==> src/rtl/rstcause_reg.sv <==
module rstcause_reg #(
  parameter int DW   = 32,
  parameter int SYNC = 2
) (
  input  logic          clk,
  input  logic          por_i,
  input  logic          ext_rst_i,
  input  logic          wdt_timeout_i,
  input  logic          wdt_rst_en_i,
  input  logic          bod_i,
  input  logic          wr_en_i,
  input  logic [DW-1:0] wr_data_i,
  output logic [DW-1:0] rd_data_o
);
  localparam int NF = 4;

  logic [SYNC-1:0] ext_sh, wdt_sh, wen_sh, bod_sh;
  logic [NF-1:0]   flags;

  always_ff @(posedge clk or posedge por_i) begin
    if (por_i) begin
      ext_sh <= '0;
      wdt_sh <= '0;
      wen_sh <= '0;
      bod_sh <= '0;
    end else begin
      ext_sh <= {ext_sh[SYNC-2:0], ext_rst_i};
      wdt_sh <= {wdt_sh[SYNC-2:0], wdt_timeout_i};
      wen_sh <= {wen_sh[SYNC-2:0], wdt_rst_en_i};
      bod_sh <= {bod_sh[SYNC-2:0], bod_i};
    end
  end

  wire ext_s = ext_sh[SYNC-1];
  wire wdt_s = wdt_sh[SYNC-1];
  wire wen_s = wen_sh[SYNC-1];
  wire bod_s = bod_sh[SYNC-1];

  wire [NF-1:0] hit = {bod_s, wdt_s & wen_s, ext_s, 1'b0};
  wire [NF-1:0] clr = wr_en_i ? wr_data_i[NF-1:0] : '0;

  always_ff @(posedge clk or posedge por_i) begin
    if (por_i) flags <= NF'(1);
    else       flags <= (flags & ~clr) | hit;
  end

  assign rd_data_o = {{(DW-NF){1'b0}}, flags};

  logic unused_wr;
  assign unused_wr = ^wr_data_i[DW-1:NF];

  always @(posedge clk)
    if (por_i) p_por_value_r1: assert (rd_data_o == DW'(1));

  p_pwr_bit_no_rise_r4: assert property (@(posedge clk) disable iff (por_i)
    !$rose(rd_data_o[0]));

  p_ext_set_wins_r9: assert property (@(posedge clk) disable iff (por_i)
    ext_s |=> rd_data_o[1]);

  p_wdt_set_r6: assert property (@(posedge clk) disable iff (por_i)
    (wdt_s && wen_s) |=> rd_data_o[2]);

  p_wdt_gated_r6: assert property (@(posedge clk) disable iff (por_i)
    !(wdt_s && wen_s) |=> !$rose(rd_data_o[2]));

  p_bod_set_r7: assert property (@(posedge clk) disable iff (por_i)
    bod_s |=> rd_data_o[3]);

  p_clear_ext_r3: assert property (@(posedge clk) disable iff (por_i)
    (wr_en_i && wr_data_i[1] && !ext_s) |=> !rd_data_o[1]);
endmodule

==> config.mk <==
export PLATFORM = sky130hd
export DESIGN_NAME = rstcause_reg
export DESIGN_NICKNAME = d
export VERILOG_FILES = /design/src/rtl/rstcause_reg.sv
export SDC_FILE = /design/constraint.sdc
export NUM_CORES = 1
export LEC_CHECK = 0
export ABC_AREA = 1
export BUFFER_PORTS_ARGS = -buffer_cell sky130_fd_sc_hd__buf_2
export CAP_MARGIN = 20
export CORE_MARGIN = 1.5
export CORE_UTILIZATION = 35
export CTS_BUF_LIST = sky130_fd_sc_hd__clkbuf_4 sky130_fd_sc_hd__clkbuf_8
export DETAILED_ROUTE_END_ITERATION = 10
export GPL_TIMING_DRIVEN = 1
export PLACE_DENSITY = 0.86
export SYNTH_ARGS = -nofsm -noshare
export SYNTH_HDL_FRONTEND = slang
export SYNTH_SLANG_ARGS = --single-unit
==> constraint.sdc <==
create_clock -name clk -period 1.5 [get_ports clk]
set_input_delay 0.075 -clock clk [delete_from_list [all_inputs] [get_ports clk]]
set_output_delay 0.075 -clock clk [all_outputs]
set_load 0.1 [all_outputs]
==> out/results.tsv <==
metric	value	unit
status	finished clean	
drt via density	3.277	
critical path class	register to output pin	
Hold Path Class	primary input to register	
synth unique cells	7	
max-slew violation total from the final report	0	
clk buf depth	2	
clock slew at reported path FFs	0.06	ns
RSZ-0062 raised after global routing	false	
Clk pwr share	22.8	%
Initial Util	37.52	%
CTS tree	done	
Die Footprint	0.001885	mm2
total CTS buffers	3	
area added between synthesis and finish	12.47	%
setup TNS	0	ns
largest net degree at the start of global routing	13	
Clock Root Buffer	clkbuf_4	
Max Cap Violations	0	
Net Sw Frac	49.28	%
f_max	0.7818	GHz
area of the mapped netlist	571.8	um2
period utilisation layout	85.27	%
Ports	71	
pwr dens	1502	mW/mm2
final hold violations	0	
first-pass GRT wire length	897	um
Worst Path Arrival	1.20	ns
initial drt markers	2	
H-Tree Depth	1	
Critical Path End Type	output pin	
number of buffers and inverters on the critical path	1	
GRT Total Usage	7.773	%
#FFs+latches synth	12	
leakage	0.3697	nW
worst path cell trace	buf_2	
worst path required time	1.42	ns
vias in the first global route	247	
NetSw	0.4760	mW
ratio of cells with drive above 1 in the final layout	24.36	%
via count	308	
P_int	0.4899	mW
Reg power frac	35.8	%
number of post-CTS setup repair buffers	0	
CP Launch Type	register	
clk_lat worst skew	0.27	ns
core area	0.001524	mm2
global route overflow	0	
Sink Count	12	
cell family with the largest share of critical-path delay	flip-flops	
post-place setup slack	0.5077	ns
wire length per cell	6.660	um
final antenna-violating net count	0	
Critical Path Slowest Stage Cell	dfstp_2	
crit path time final	1.279	ns
Final #Nets	118	
Gate power share	41.4	%
Synth Area per Inst	10.40	um2
crit-path max cell delay	0.52	ns
clock skew	0.006108	ns
site row count	14	
Max VDD drop	837.1	uV
# resized after CTS	0	
DRC	0	
CP max FO	2	
final setup violation count	0	
Chip Height	43.42	um
Mapped Cells	55	
drt pass-1 iters	2	
placer's final routability congestion estimate	0.6245	
IO buf count	14	
die extent in x	43.42	um
sequential share of the synthesized area	52.74	%
Ys Warns	0	
setup ws final	0.2209	ns
Post-CTS Hold Buffers	6	
hpwl dp	444.7	um
ANT cells	0	
final WL	626	um
antenna violations before repair	0	
==> power groups by stage <==
stage               Combinational (mW)  Clock [mW]  Sequential, mW
floorplan                        0.373           0           0.401
global placement                 0.387           0           0.352
detailed placement               0.388           0           0.352
CTS                              0.400       0.227           0.346
global route                     0.411       0.248           0.347
finish                           0.400       0.220           0.346
==> cell usage in the layout, fill, tap and decap left out <==
master         Yosys  final
nand2_1           10     10
dfrtp_1           11     11
conb_1             1     28
buf_2              0     14
a21boi_0           1      1
dlygate4sd3_1      0      6
clkbuf_4           0      4
inv_1              3      3
dfstp_2            1      1
==> registers in the layout, indices dropped and copies added, names as in the netlist <==
| signal | count |
|---|---|
| bod_sh | 2 |
| ext_sh | 2 |
| flags | 4 |
| wdt_sh | 2 |
| wen_sh | 2 |
==> final timing paths <==
check	from	endpoint	slack [ns]	depth (start not counted)
hold reg to reg	wen_sh[0]	wen_sh[1]	0.35	0
max in group asynchronous	por_i	flags[0]	0.84	3
setup reg to reg	flags[0]	flags[0]	0.71	1
min in group asynchronous	por_i	wdt_sh[0]	0.33	3
hold / removal	wr_en_i	flags[0]	0.01	2
setup / recovery	flags[0]	rd_data_o[0]	0.22	1
==> layer usage <==
layer  track usage (%)  vias up  share of wire, %
met5                 0        -                 0
met4             5.455        0               1.8
met3             7.500        3                14
met2             12.84       31                49
met1             5.135      123                34
li1                  -      151                 -
==> through the flow <==
stage	instance area [um2]	std cells	hold slack [ns]	utilization, %	total power, mW
final	643.1	94	0.01331	42.20	0.9659
after global routing	643.1	94	0.01289	42.20	1.006
after CTS	643.1	94	0.01463	42.20	0.9726
after detailed placement	553.0	84	0.08564	36.29	0.7404
after global placement	553.0	84	0.07035	36.29	0.7384
after floorplan	673.1	82	-0.06102	-	0.7741
==> logic make-up after synthesis <==
logic type / share of synthesized area, %
buf+inv: 38.73
flops: 52.74
simple gates: 6.565
compound gates: 1.313
other cells: 0.6558
==> layout make-up <==
| type | count | area, um2 |
|---|---|---|
| repair buffers | 20 | 130.1 |
| inverters | 3 | 11.26 |
| clock buffers | 4 | 30.03 |
| well taps | 16 | 20.02 |
| fillers | 151 | 880.8 |
| multi-input cells | 39 | 150.1 |
| flip-flops and latches | 12 | 301.5 |
==> synth_stat cells <==
cell | n | area share, %
a21boi_0 | 1 | 1.3
buf_4 | 28 | 37
conb_1 | 1 | 0.66
dfrtp_1 | 11 | 48
dfstp_2 | 1 | 4.6
inv_1 | 3 | 2.0
nand2_1 | 10 | 6.6
Power figures use the tool's default switching activity.
